## config.mk

```make
export PLATFORM = sky130hd
export DESIGN_NAME = cfg_loader
export DESIGN_NICKNAME = d
export VERILOG_FILES = /design/src/rtl/cfg_loader_pkg.sv /design/src/rtl/cfg_sync.sv /design/src/rtl/cfg_edge.sv /design/src/rtl/cfg_shift.sv /design/src/rtl/cfg_active.sv /design/src/rtl/cfg_loader.sv
export SDC_FILE = /design/constraint.sdc
export NUM_CORES = 1
export LEC_CHECK = 0
export BUFFER_PORTS_ARGS = -buffer_cell sky130_fd_sc_hd__buf_4
export CORE_UTILIZATION = 35
export CTS_BUF_LIST = sky130_fd_sc_hd__clkbuf_16
export DETAILED_ROUTE_END_ITERATION = 10
export SLEW_MARGIN = 20
export SYNTH_ARGS = -nofsm -noshare
export SYNTH_HDL_FRONTEND = slang
export SYNTH_SLANG_ARGS = --single-unit
```

## constraint.sdc

```tcl
create_clock -name clk -period 1.6 [get_ports clk]
set_clock_uncertainty 0.15 [all_clocks]
set_input_delay 0.16 -clock clk [delete_from_list [all_inputs] [get_ports clk]]
set_output_delay 0.16 -clock clk [all_outputs]
set_load 0.05 [all_outputs]
```

## src/rtl/cfg_loader_pkg.sv

```systemverilog
package cfg_loader_pkg;
   localparam int DEF_M_W = 9;
   localparam int DEF_N_W = 2;
   localparam int DEF_T_W = 3;

   typedef enum logic [1:0] {
      SRC_HOLD = 2'd0,
      SRC_PAR  = 2'd1,
      SRC_SER  = 2'd2
   } upd_src_e;
endpackage

```

## src/rtl/cfg_sync.sv

```systemverilog
module cfg_sync #(
   parameter int             W       = 1,
   parameter int             STAGES  = 2,
   parameter logic [W-1:0]   RST_VAL = '0
) (
   input  logic         clk,
   input  logic         rst_n,
   input  logic [W-1:0] d,
   output logic [W-1:0] q
);
   generate
      if (STAGES == 0) begin : g_pass
         assign q = d;
      end else begin : g_chain
         logic [W-1:0] stg [STAGES];
         always_ff @(posedge clk or negedge rst_n) begin
            if (!rst_n) begin
               for (int i = 0; i < STAGES; i++) stg[i] <= RST_VAL;
            end else begin
               stg[0] <= d;
               for (int i = 1; i < STAGES; i++) stg[i] <= stg[i-1];
            end
         end
         assign q = stg[STAGES-1];
      end
   endgenerate
endmodule

```

## src/rtl/cfg_edge.sv

```systemverilog
module cfg_edge #(
   parameter logic RST_VAL = 1'b0
) (
   input  logic clk,
   input  logic rst_n,
   input  logic lvl,
   output logic rise
);
   logic prev_q;

   always_ff @(posedge clk or negedge rst_n) begin
      if (!rst_n) prev_q <= RST_VAL;
      else        prev_q <= lvl;
   end

   assign rise = lvl & ~prev_q;
endmodule

```

## src/rtl/cfg_shift.sv

```systemverilog
module cfg_shift #(
   parameter int W = 14
) (
   input  logic         clk,
   input  logic         rst_n,
   input  logic         shift_en,
   input  logic         din,
   output logic [W-1:0] q,
   output logic [W-1:0] nxt
);
   assign nxt = shift_en ? {q[W-2:0], din} : q;

   always_ff @(posedge clk or negedge rst_n) begin
      if (!rst_n) q <= '0;
      else        q <= nxt;
   end
endmodule

```

## src/rtl/cfg_active.sv

```systemverilog
module cfg_active
   import cfg_loader_pkg::*;
#(
   parameter int M_W = DEF_M_W,
   parameter int N_W = DEF_N_W,
   parameter int T_W = DEF_T_W,
   localparam int FRAME_W = T_W + N_W + M_W
) (
   input  logic               clk,
   input  logic               rst_n,
   input  upd_src_e           src,
   input  logic [M_W-1:0]     par_m,
   input  logic [N_W-1:0]     par_n,
   input  logic [FRAME_W-1:0] ser_word,
   output logic [M_W-1:0]     m_q,
   output logic [N_W-1:0]     n_q,
   output logic [T_W-1:0]     t_q
);
   always_ff @(posedge clk or negedge rst_n) begin
      if (!rst_n) begin
         m_q <= '0;
         n_q <= '0;
         t_q <= '0;
      end else begin
         unique case (src)
            SRC_PAR: begin
               m_q <= par_m;
               n_q <= par_n;
               t_q <= '0;
            end
            SRC_SER: {t_q, n_q, m_q} <= ser_word;
            default: ;
         endcase
      end
   end
endmodule

```

## src/rtl/cfg_loader.sv

```systemverilog
module cfg_loader
   import cfg_loader_pkg::*;
#(
   parameter int M_W         = DEF_M_W,
   parameter int N_W         = DEF_N_W,
   parameter int T_W         = DEF_T_W,
   parameter int SYNC_STAGES = 2
) (
   input  logic           clk,
   input  logic           rst_n,
   input  logic           par_load_n,
   input  logic [M_W-1:0] par_m,
   input  logic [N_W-1:0] par_n,
   input  logic           ser_clk,
   input  logic           ser_data,
   input  logic           ser_strobe,
   output logic [M_W-1:0] m_val,
   output logic [N_W-1:0] n_val,
   output logic [T_W-1:0] t_val,
   output logic           ser_out
);
   localparam int FRAME_W = T_W + N_W + M_W;
   localparam int IN_W    = 4 + N_W + M_W;
   localparam logic [IN_W-1:0] IN_RST = {1'b1, {(IN_W-1){1'b0}}};

   generate
      if (M_W < 1 || M_W > 16) begin : g_bad_m
         $error("cfg_loader: M_W out of range");
      end
      if (N_W < 1 || N_W > 8) begin : g_bad_n
         $error("cfg_loader: N_W out of range");
      end
      if (T_W < 1 || T_W > 8) begin : g_bad_t
         $error("cfg_loader: T_W out of range");
      end
      if (SYNC_STAGES < 0 || SYNC_STAGES > 4) begin : g_bad_sync
         $error("cfg_loader: SYNC_STAGES out of range");
      end
   endgenerate

   // sampled copies of every control input
   logic [IN_W-1:0] raw_bus, syn_bus;
   logic            pl_s, strb_s, sck_s, sd_s;
   logic [N_W-1:0]  par_n_s;
   logic [M_W-1:0]  par_m_s;

   assign raw_bus = {par_load_n, ser_strobe, ser_clk, ser_data, par_n, par_m};

   cfg_sync #(.W(IN_W), .STAGES(SYNC_STAGES), .RST_VAL(IN_RST)) u_sync (
      .clk  (clk),
      .rst_n(rst_n),
      .d    (raw_bus),
      .q    (syn_bus)
   );

   assign {pl_s, strb_s, sck_s, sd_s, par_n_s, par_m_s} = syn_bus;

   // edge detection on the serial clock and strobe
   logic sck_rise, strb_rise;

   cfg_edge #(.RST_VAL(1'b0)) u_sck_edge (
      .clk(clk), .rst_n(rst_n), .lvl(sck_s), .rise(sck_rise)
   );

   cfg_edge #(.RST_VAL(1'b0)) u_strb_edge (
      .clk(clk), .rst_n(rst_n), .lvl(strb_s), .rise(strb_rise)
   );

   // serial shift register
   logic [FRAME_W-1:0] sr_q, sr_nxt;
   logic               shift_en;

   assign shift_en = pl_s & sck_rise;

   cfg_shift #(.W(FRAME_W)) u_shift (
      .clk     (clk),
      .rst_n   (rst_n),
      .shift_en(shift_en),
      .din     (sd_s),
      .q       (sr_q),
      .nxt     (sr_nxt)
   );

   // choose the source of the next active values
   upd_src_e src;

   always_comb begin
      if (!pl_s)                               src = SRC_PAR;
      else if (strb_rise || (strb_s && sck_rise)) src = SRC_SER;
      else                                     src = SRC_HOLD;
   end

   cfg_active #(.M_W(M_W), .N_W(N_W), .T_W(T_W)) u_active (
      .clk     (clk),
      .rst_n   (rst_n),
      .src     (src),
      .par_m   (par_m_s),
      .par_n   (par_n_s),
      .ser_word(sr_nxt),
      .m_q     (m_val),
      .n_q     (n_val),
      .t_q     (t_val)
   );

   assign ser_out = sr_q[FRAME_W-1];
endmodule

```

==> results of run 1 <==
## per-stage QoR
| step | instance area [um^2] | setup slack, ns | total power, mW |
|---|---|---|---|
| 5_1_grt | 2890 | -0.1467 | 4.691 |
| 3_3_place_gp | 2335 | -0.09443 | 2.353 |
| 6_report | 2890 | -0.1060 | 4.527 |
| 4_1_cts | 2870 | -0.08517 | 4.542 |
| 3_5_place_dp | 2335 | -0.1307 | 2.366 |
| 2_1_floorplan | 1987 | -0.1034 | 2.163 |
## what timing repair did
item / 4_1_cts / 5_1_grt
hold endpoints to repair: 75 / 0
pin swaps: 1 / 1
hold buffers: 16 / 0
setup buffers: 0 / 1
endpoints found under the setup margin: 14 / 14
gates resized for setup: 5 / 2
cloned: 1 / 0
## registers in the layout, indices dropped and copies added (netlist names)
register and flops:
u_sync.g_chain.stg 15, u_sync.q 15, u_shift.q 14, u_active.m_q 9
u_active.t_q 3, u_active.n_q 2, u_sck_edge.prev_q 1, u_strb_edge.prev_q 1
## logic make-up (layout without fill, tap and decap cells)
logic type,Yosys count,after routing,share of synthesized area (%)
multiplexers,14,14,9.257
AO/OA/AOI/OAI,18,18,8.376
AND/OR/NAND/NOR,15,16,5.415
buffers and inverters,4,69,1.259
flip-flops,60,60,75.69
## where the power goes
group | switching (mW) | leakage [nW] | internal [mW]
clock | 0.618 | 0.166 | 1.50
combinational | 0.311 | 0.494 | 0.300
sequential | 0.0996 | 0.729 | 1.70
total | 1.03 | 1.39 | 3.50
## area by class of cell
| type | count | area (um^2) |
|---|---|---|
| fill | 460 | 2582 |
| multi-input combinational | 48 | 506.7 |
| sequential | 60 | 1504 |
| tap | 72 | 90.09 |
| clock buffer | 9 | 225.2 |
| timing repair buffer | 53 | 457.9 |
| clock inverter | 7 | 106.4 |
## per-layer routing
| layer | up-vias | part of all wire [%] | routed length (um) | GRT usage [%] |
|---|---|---|---|---|
| met5 | - | 0 | 0 | 0 |
| met4 | 0 | 2.3 | 81 | 8.491 |
| met3 | 8 | 3.5 | 125 | 4.235 |
| met2 | 27 | 50 | 1771 | 21.33 |
| met1 | 577 | 44 | 1553 | 17.50 |
| li1 | 526 | - | - | - |
## worst paths after layout
kind | from | to | slack (ns) | depth (start not counted)
max | u_sync.q[14]$_DFF_PN1_ | u_active.m_q[0]$_DFFE_PN0P_ | -0.11 | 3
min | rst_n | u_sync.q[10]$_DFF_PN0_ | 0.15 | 2
max reg2reg | u_sync.q[14]$_DFF_PN1_ | u_active.m_q[0]$_DFFE_PN0P_ | -0.11 | 3
min reg2reg | u_sync.g_chain.stg[28]$_DFF_PN0_ | u_sync.q[13]$_DFF_PN0_ | 0.19 | 0
max in group asynchronous | rst_n | u_sync.g_chain.stg[20]$_DFF_PN0_ | 0.66 | 3
min in group clk | u_sync.g_chain.stg[28]$_DFF_PN0_ | u_sync.q[13]$_DFF_PN0_ | 0.19 | 0
## cell usage in the layout (no fill, tap or decap)
cell type / Yosys / layout
dfrtp_1: 58 / 58
nand3b_4: 1 / 2
or2_2: 2 / 2
nand2b_1: 1 / 1
inv_1: 0 / 1
buf_12: 0 / 1
and2b_1: 2 / 2
a31oi_1: 1 / 1
nor2b_2: 0 / 1
mux2_2: 7 / 7
a21o_1: 1 / 1
clkbuf_16: 0 / 9
buf_4: 0 / 34
o221a_4: 0 / 2
a21oi_1: 1 / 1
bufinv_16: 0 / 3
dfstp_2: 2 / 2
buf_6: 1 / 2
nor2b_1: 8 / 7
clkinv_1: 0 / 2
dlygate4sd3_1: 0 / 16
a31o_4: 0 / 1
mux2_4: 7 / 7
clkinv_2: 0 / 1
a221o_1: 9 / 9
a22o_1: 3 / 3
nand2_1: 1 / 1
## worst max-delay path, cell delays in order (launching register included)
cell      delay [ns]
dfstp_2         0.62
nand3b_4        0.16
mux2_4          0.34
a221o_1         0.32
==> flow_metrics.tcl, run 1 <==
set metrics [dict create \
    grt_pass1_wl_mm 6.078 \
    fp.dieW_um 77.35 \
    synth_cell_types 20 \
    fin_crit_sh_pct 106.6 \
    hold_violations 0 \
    diodes 0 \
    clk_path_buf_depth 2 \
    cts.reportedPaths.clkPinSlew_ns 0.05 \
    grt.total_usage_pct 14.00 \
    path_class "reg -> reg" \
    hpwl_mm 2.085 \
    synth_most_common_cell "dfrtp_1" \
    finalNonFillerCells 249 \
    cts.sinks 60 \
    place_congestion 0.6950 \
    finalSetupViolCount 14 \
    drtIter0Drc 74 \
    numCtsBuffers 9 \
    synthTopCellsByArea "dfrtp_1, mux2_4, a221o_1, mux2_2, dfstp_2" \
    yosysSeqAreaShare_pct 75.69 \
    insertion_delay_ns 0.32 \
    rows 27 \
    synth.net_count 128 \
    start_util_pct 36.31 \
    peakVddDrop_v 0.0009540 \
    vias_per_cell 4.570 \
    drc 0 \
    die_area_um2 5982 \
    synth.largest_area_cell "dfrtp_1" \
    cts-root-buf "clkbuf_16" \
    ys_warn_count 0 \
    vias 1138 \
    maxCapViolCount 0 \
    max-slew-margin-rel_pct 77.43 \
    power.leakage_nw 1.388 \
    synth_top_cells_by_count "dfrtp_1, a221o_1, nor2b_1" \
    drive_above_1_share_pct 41.81 \
    cp.arrival_ns 1.76 \
    crit_required_ns 1.65 \
    max_clock_freq_ghz 0.5862 \
    cp-start-kind "register" \
    synthesis.area_um2 1987 \
    placedCellCount 215 \
    syn-instance-count 111 \
    fin_ws_ns -0.1060 \
    routedWlPerCell_um 14.18 \
    antenna_found_initial 0 \
    synthFlopType "dfrtp_1" \
    synth_edf_count 0 \
    grt_pass1_vias 1164 \
    grt_max_degree 36 \
    outcome "finished with violations" \
    grt_remaining_overflow 0 \
    ctsHtreeMaxLevel 3 \
    hold_class "in -> async" \
    ant_nets 0 \
    finalNetCount 189 \
    drt-total-wl_mm 3.532 \
    die-height_um 77.35 \
    syn_area_per_cell_um2 17.90 \
    cts_tree "done" \
    violations "setup timing" \
    crit_path_max_fanout 6 \
    endpoint_kind "register" \
    powerDensity_nw_per_um2 1566 \
    slew_viol_final 0 \
    min_period_ns 1.706 \
    core_um2 5473 \
    hold_ws_ns 0.1484 \
    worst_pin_slew_ns 0.3370 \
    ioPinCount 32 \
    drt_first_pass_iters 4 \
    ys_ff_latch 60 \
    async_flop_share_pct 100.0 \
    setup-tns-final_ns -1.148 \
    synth_top_area_share_pct 73.05 \
    syn2layout_area_growth_pct 45.47 \
    post-route-util_pct 52.81 \
    rsz0062_at_grt "true" \
    portBuffers 31 \
]
Power figures use the tool's default switching activity.
==> run 2, diff against run 1 <==
--- a/config.mk
+++ b/config.mk
@@ -12,4 +12,5 @@
 export SLEW_MARGIN = 20
 export SYNTH_ARGS = -nofsm -noshare
 export SYNTH_HDL_FRONTEND = slang
+export SYNTH_HIERARCHICAL = 1
 export SYNTH_SLANG_ARGS = --single-unit
==> flow_metrics.tcl, run 2 <==
set metrics [dict create \
    clkPwrFrac_pct 38.9 \
    die-height_um 80.14 \
    stdcell_area_um2 2889 \
    outcome "finished with violations" \
    ioPinCount 32 \
    endpoint_kind "register" \
    synth.largest_area_cell "dfrtp_1" \
    synth_edf_count 0 \
    synth.net_count 164 \
    fin_crit_sh_pct 101.5 \
    rows 28 \
    synth_top_area_share_pct 67.92 \
    vias 1169 \
    mostFrequentLayoutCells "dfrtp_1, buf_4, dlygate4sd3_1, nand2_1, o21ai_1" \
    pwr-share-comb_pct 16.4 \
    clk_path_buf_depth 2 \
    antenna_found_initial 0 \
    pwr-share-seq_pct 44.7 \
    cts-root-buf "clkbuf_16" \
    worst_pin_slew_ns 0.3877 \
    grt_pass1_vias 1272 \
    rsz0062_at_grt "true" \
    top_regs "u_sync/g_chain.stg: 15 flops, u_sync/q: 15 flops, u_shift/q: 14 flops" \
    r2r_end "u_active/m_q[6]$_DFFE_PN0P_" \
    vias_per_cell 4.330 \
    diodes 0 \
    grt_remaining_overflow 0 \
    hold_violations 0 \
    peakVddDrop_v 0.0006554 \
    cts.sinks 60 \
    setup-tns-final_ns -0.04858 \
    yosysSeqAreaShare_pct 70.37 \
    crit_path_max_fanout 7 \
    fp.dieW_um 80.14 \
    drt-total-wl_mm 3.293 \
    syn_area_per_cell_um2 14.74 \
    drtIter0Drc 43 \
    place_congestion 0.6902 \
    core_um2 5921 \
    max_clock_freq_ghz 0.6159 \
    cts.reportedPaths.clkPinSlew_ns 0.05 \
    hpwl_mm 2.128 \
    cp.arrival_ns 1.66 \
    synth_cell_types 16 \
    die_area_um2 6422 \
    max-slew-margin-rel_pct 74.15 \
    drt_first_pass_iters 4 \
    r2r_setup_slack_ns -0.02 \
    grt_pass1_wl_mm 5.871 \
    synth_top_cells_by_count "dfrtp_1, buf_4, nand2_1" \
    syn-instance-count 145 \
    syn2layout_area_growth_pct 35.19 \
    drc 0 \
    crit_required_ns 1.64 \
    ant_nets 0 \
    synthFlopType "dfrtp_1" \
    cp-start-kind "register" \
    finalNetCount 210 \
    cts_tree "done" \
    async_flop_share_pct 100.0 \
    rr_worst_depth 4 \
    hold_class "in -> async" \
    grt.total_usage_pct 12.88 \
    placedCellCount 237 \
    r2r_start "u_sync/q[14]$_DFF_PN1_" \
    finalNonFillerCells 270 \
    p_switching_mw 1.010 \
    ctsHtreeMaxLevel 3 \
    synthesis.area_um2 2137 \
    slew_viol_final 0 \
    final_common_cell "dfrtp_1" \
    portBuffers 31 \
    placed_area_um2 2371 \
    power.leakage_nw 1.341 \
    violations "setup timing" \
    numCtsBuffers 9 \
    min_period_ns 1.624 \
    start_util_pct 36.09 \
    pre_cts_ws_ns -0.07688 \
    fin_ws_ns -0.02369 \
    finalSetupViolCount 4 \
    powerDensity_nw_per_um2 1396 \
    switching_share_pct 25.04 \
    maxCapViolCount 0 \
    grt_max_degree 33 \
    path_class "reg -> reg" \
    ys_warn_count 6 \
    insertion_delay_ns 0.31 \
    p_int_mw 3.023 \
    hold_ws_ns 0.1684 \
    ys_ff_latch 60 \
    routedWlPerCell_um 12.20 \
    drive_above_1_share_pct 38.97 \
    synthTopCellsByArea "dfrtp_1, mux2_2, buf_4, mux2i_1, nand2_1" \
    synth_most_common_cell "dfrtp_1" \
]
## run 2: cell types whose count changed in the layout (fill, tap and decap cells not counted), sizes merged, moves of 6 or more
cell and delta:
nor2b -6, mux2i +11, a221o -9, nand2 +16
o21ai +14
## run 2: timing repair
action / in CTS / in global routing
buffers inserted: 0 / 1
gates cloned: 1 / 0
hold endpoints to repair: 45 / 0
gates resized for setup: 18 / 7
pin swaps: 3 / 3
hold buffers: 16 / 0
endpoints found under the setup margin: 11 / 12
## run 2: kinds of logic (layout without fill, tap and decap cells)
group	after synthesis	count (layout)	synth area share, %
AO/OA/AOI/OAI	15	15	3.513
adder cells (fa/ha/maj)	2	2	1.171
buffers and inverters	22	71	7.611
flip-flops	60	60	70.37
multiplexers	25	25	12.53
AND/OR/NAND/NOR	21	22	4.801
## run 2: metrics by stage
stage / util (%) / total power, mW
2_1_floorplan: - / 2.202
6_report: 48.80 / 4.033
3_3_place_gp: 40.05 / 2.359
4_1_cts: 48.37 / 4.070
3_5_place_dp: 40.05 / 2.381
5_1_grt: 48.80 / 4.239
## run 2: area by class of cell
cell class | count | area (um^2)
timing repair buffer | 54 | 469.2
clock buffer | 9 | 225.2
fill | 519 | 3032
clock inverter | 6 | 25.02
multi-input combinational | 64 | 564.3
inverter | 2 | 7.507
tap | 75 | 93.84
sequential | 60 | 1504
## run 2: power by group through the flow
stage	Combinational (mW)	Clock (mW)	Sequential, mW
floorplan	0.252	0	1.95
global placement	0.551	0	1.81
detailed placement	0.564	0	1.82
CTS	0.649	1.62	1.80
global route	0.715	1.70	1.82
finish	0.661	1.57	1.80
## run 2: critical path, stage by stage, from the launching register on
cell	delay [ns]
dfstp_2	0.55
and2_4	0.24
mux2_4	0.33
mux2i_1	0.14
o21ai_1	0.09
## run 2: metal layers
| layer | vias to the layer above | global-route usage, % | part of all wire [%] |
|---|---|---|---|
| met3 | 9 | 5.000 | 4.4 |
| met4 | 0 | 7.500 | 2.3 |
| met5 | - | 0 | 0 |
| li1 | 558 | - | - |
| met1 | 577 | 15.50 | 44 |
| met2 | 25 | 19.57 | 50 |
## run 2: worst max path at each step
| stage | from | to | slack, ns |
|---|---|---|---|
| 6_report | u_sync/q[14]$_DFF_PN1_ | u_active/m_q[6]$_DFFE_PN0P_ | -0.02 |
| 5_1_grt | u_sync/q[12]$_DFF_PN0_ | u_active/m_q[2]$_DFFE_PN0P_ | -0.08 |
| 4_1_cts | u_sync/q[14]$_DFF_PN1_ | u_active/m_q[6]$_DFFE_PN0P_ | -0.05 |
| 3_5_place_dp | u_sync/q[14]$_DFF_PN1_ | u_active/m_q[6]$_DFFE_PN0P_ | -0.08 |
| 3_3_place_gp | u_sck_edge/prev_q$_DFF_PN0_ | u_active/m_q[5]$_DFFE_PN0P_ | -0.03 |
| 2_1_floorplan | u_sync/q[12]$_DFF_PN0_ | u_active/t_q[0]$_DFFE_PN0P_ | -0.08 |
==> run 3, diff against run 2 <==
--- a/config.mk
+++ b/config.mk
@@ -5,6 +5,7 @@
 export SDC_FILE = /design/constraint.sdc
 export NUM_CORES = 1
 export LEC_CHECK = 0
+export ABC_AREA = 1
 export BUFFER_PORTS_ARGS = -buffer_cell sky130_fd_sc_hd__buf_4
 export CORE_UTILIZATION = 35
 export CTS_BUF_LIST = sky130_fd_sc_hd__clkbuf_16
==> flow_metrics.tcl, run 3 <==
set metrics [dict create \
    outcome "completed" \
    peakVddDrop_v 0.0007050 \
    clk_path_buf_depth 2 \
    rsz0062_at_grt "true" \
    die_area_um2 6843 \
    worst_pin_slew_ns 0.3562 \
    synth_cell_types 12 \
    ys_warn_count 6 \
    placed_area_um2 2547 \
    syn_area_per_cell_um2 10.14 \
    power_mw 3.923 \
    r2r_setup_slack_ns 0.07 \
    top_regs "u_sync/g_chain.stg: 15 flops, u_sync/q: 15 flops, u_shift/q: 14 flops" \
    ioPinCount 32 \
    mostFrequentLayoutCells "nand2_1, dfrtp_1, buf_4" \
    path_class "reg -> reg" \
    fin_crit_sh_pct 95.87 \
    endpoint_kind "register" \
    diodes 0 \
    synth.net_count 244 \
    numCtsBuffers 9 \
    hold_ws_ns 0.1559 \
    die-height_um 82.73 \
    rows 29 \
    routedWlPerCell_um 10.63 \
    grt_pass1_vias 1478 \
    async_flop_share_pct 100.0 \
    placedCellCount 320 \
    finalSetupViolCount 0 \
    drt-total-wl_mm 3.743 \
    setup-tns-final_ns 0 \
    clkPwrFrac_pct 40.7 \
    synthTopCellsByArea "dfrtp_1, nand2_1, buf_4, inv_1, nand3_2" \
    vias 1473 \
    pwr-share-comb_pct 15.2 \
    grt_pass1_wl_mm 6.492 \
    place_congestion 0.7656 \
    cts.reportedPaths.clkPinSlew_ns 0.05 \
    cp-start-kind "register" \
    portBuffers 31 \
    grt.total_usage_pct 13.51 \
    synth_top_cells_by_count "nand2_1, dfrtp_1, inv_1" \
    synth_most_common_cell "nand2_1" \
    crit_required_ns 1.71 \
    finalNonFillerCells 352 \
    switching_share_pct 26.50 \
    drive_above_1_share_pct 25.82 \
    r2r_end "u_active/t_q[1]$_DFFE_PN0P_" \
    final_common_cell "nand2_1" \
    antenna_found_initial 0 \
    rr_worst_depth 7 \
    drt_first_pass_iters 4 \
    start_util_pct 36.13 \
    insertion_delay_ns 0.32 \
    vias_per_cell 4.185 \
    hpwl_mm 2.391 \
    yosysSeqAreaShare_pct 65.94 \
    cts-root-buf "clkbuf_16" \
    syn2layout_area_growth_pct 30.83 \
    p_int_mw 2.884 \
    ant_nets 0 \
    hold_violations 0 \
    finalNetCount 289 \
    drtIter0Drc 62 \
    ctsHtreeMaxLevel 3 \
    maxCapViolCount 0 \
    drc 0 \
    ys_ff_latch 60 \
    crit_path_max_fanout 14 \
    hold_class "in -> async" \
    p_switching_mw 1.040 \
    core_um2 6314 \
    cts_tree "done" \
    fin_ws_ns 0.06608 \
    post-route-util_pct 47.27 \
    synth.largest_area_cell "dfrtp_1" \
    power.leakage_nw 1.573 \
    max-slew-margin-rel_pct 76.25 \
    synth_edf_count 0 \
    r2r_start "u_sync/q[14]$_DFF_PN1_" \
    pre_cts_ws_ns -0.03136 \
    max_clock_freq_ghz 0.6519 \
    fp.dieW_um 82.73 \
    pwr-share-seq_pct 44.1 \
    slew_viol_final 0 \
    grt_remaining_overflow 0 \
    synthesis.area_um2 2281 \
    synth_top_area_share_pct 63.63 \
    powerDensity_nw_per_um2 1315 \
    cts.sinks 60 \
    synthFlopType "dfrtp_1" \
    stdcell_area_um2 2984 \
    min_period_ns 1.534 \
    cp.arrival_ns 1.64 \
    syn-instance-count 225 \
    grt_max_degree 34 \
]
[run 3: cell types whose count changed in the layout (fill, tap and decap cells not counted), moves of 3 or more]
cell	change
mux2_4	-11
inv_2	+5
inv_1	+22
nand3_2	+7
mux2i_1	-10
o21ai_1	-13
nand3_1	+8
nand2_1	+77
mux2_2	-3
[run 3: final cells by class]
class	count	area [um^2]
clock inverter	7	27.53
tap	77	96.34
timing repair buffer	55	481.7
clock buffer	9	225.2
multi-input combinational	114	534.3
inverter	30	115.1
sequential	60	1504
fill	609	3329
[run 3: how the worst max path moves through the flow]
stage                            from                     endpoint  slack (ns)  cells past startpoint
6_report       u_sync/q[14]$_DFF_PN1_  u_active/t_q[1]$_DFFE_PN0P_        0.07                      7
5_1_grt        u_sync/q[14]$_DFF_PN1_  u_active/m_q[2]$_DFFE_PN0P_       -0.03                      7
4_1_cts        u_sync/q[14]$_DFF_PN1_  u_active/m_q[0]$_DFFE_PN0P_       0.005                      7
3_5_place_dp   u_sync/q[14]$_DFF_PN1_  u_active/m_q[8]$_DFFE_PN0P_       -0.03                      7
3_3_place_gp   u_sync/q[14]$_DFF_PN1_  u_active/m_q[8]$_DFFE_PN0P_       0.004                      7
2_1_floorplan  u_sync/q[14]$_DFF_PN1_  u_active/m_q[0]$_DFFE_PN0P_        0.02                      8
[run 3: power groups by stage]
stage	clock [mW]	sequential [mW]	combinational [mW]
after floorplan	0	1.91	0.222
after global routing	1.71	1.75	0.660
after detailed placement	0	1.75	0.565
after global placement	0	1.75	0.559
final	1.60	1.73	0.598
after CTS	1.63	1.73	0.598
[run 3: worst max-delay path, cell delays in order (launching register included)]
cell and delay, ns:
dfstp_2 0.55, nand3_1 0.08, nand2_2 0.12, ha_4 0.22, inv_2 0.07, buf_12 0.14, nand3_1 0.08, nand2_1 0.06
[run 3: cells by family (layout without fill, tap and decap cells)]
logic type    count (synthesis)  count (layout)  synth area share [%]
simple gates                112             112                 21.01
flops                        60              60                 65.94
buf+inv                      51             101                 11.96
fa+ha+maj                     2               2                 1.097
[run 3: per-layer routing]
metal	GRT usage, %	wire length [um]	vias to the layer above
li1	-	-	740
met1	15.37	1591	695
met2	22.05	1929	32
met3	5.934	169	6
met4	5.690	53	0
met5	0	0	-
[run 3: repair_timing]
| action | CTS | global route |
|---|---|---|
| endpoints found under the hold margin | 73 | 0 |
| buffers inserted | 0 | 0 |
| hold buffers | 16 | 0 |
| gates cloned | 0 | 0 |
| gates resized for setup | 1 | 9 |
| setup endpoints to repair | 11 | 13 |
| pin swaps | 0 | 1 |
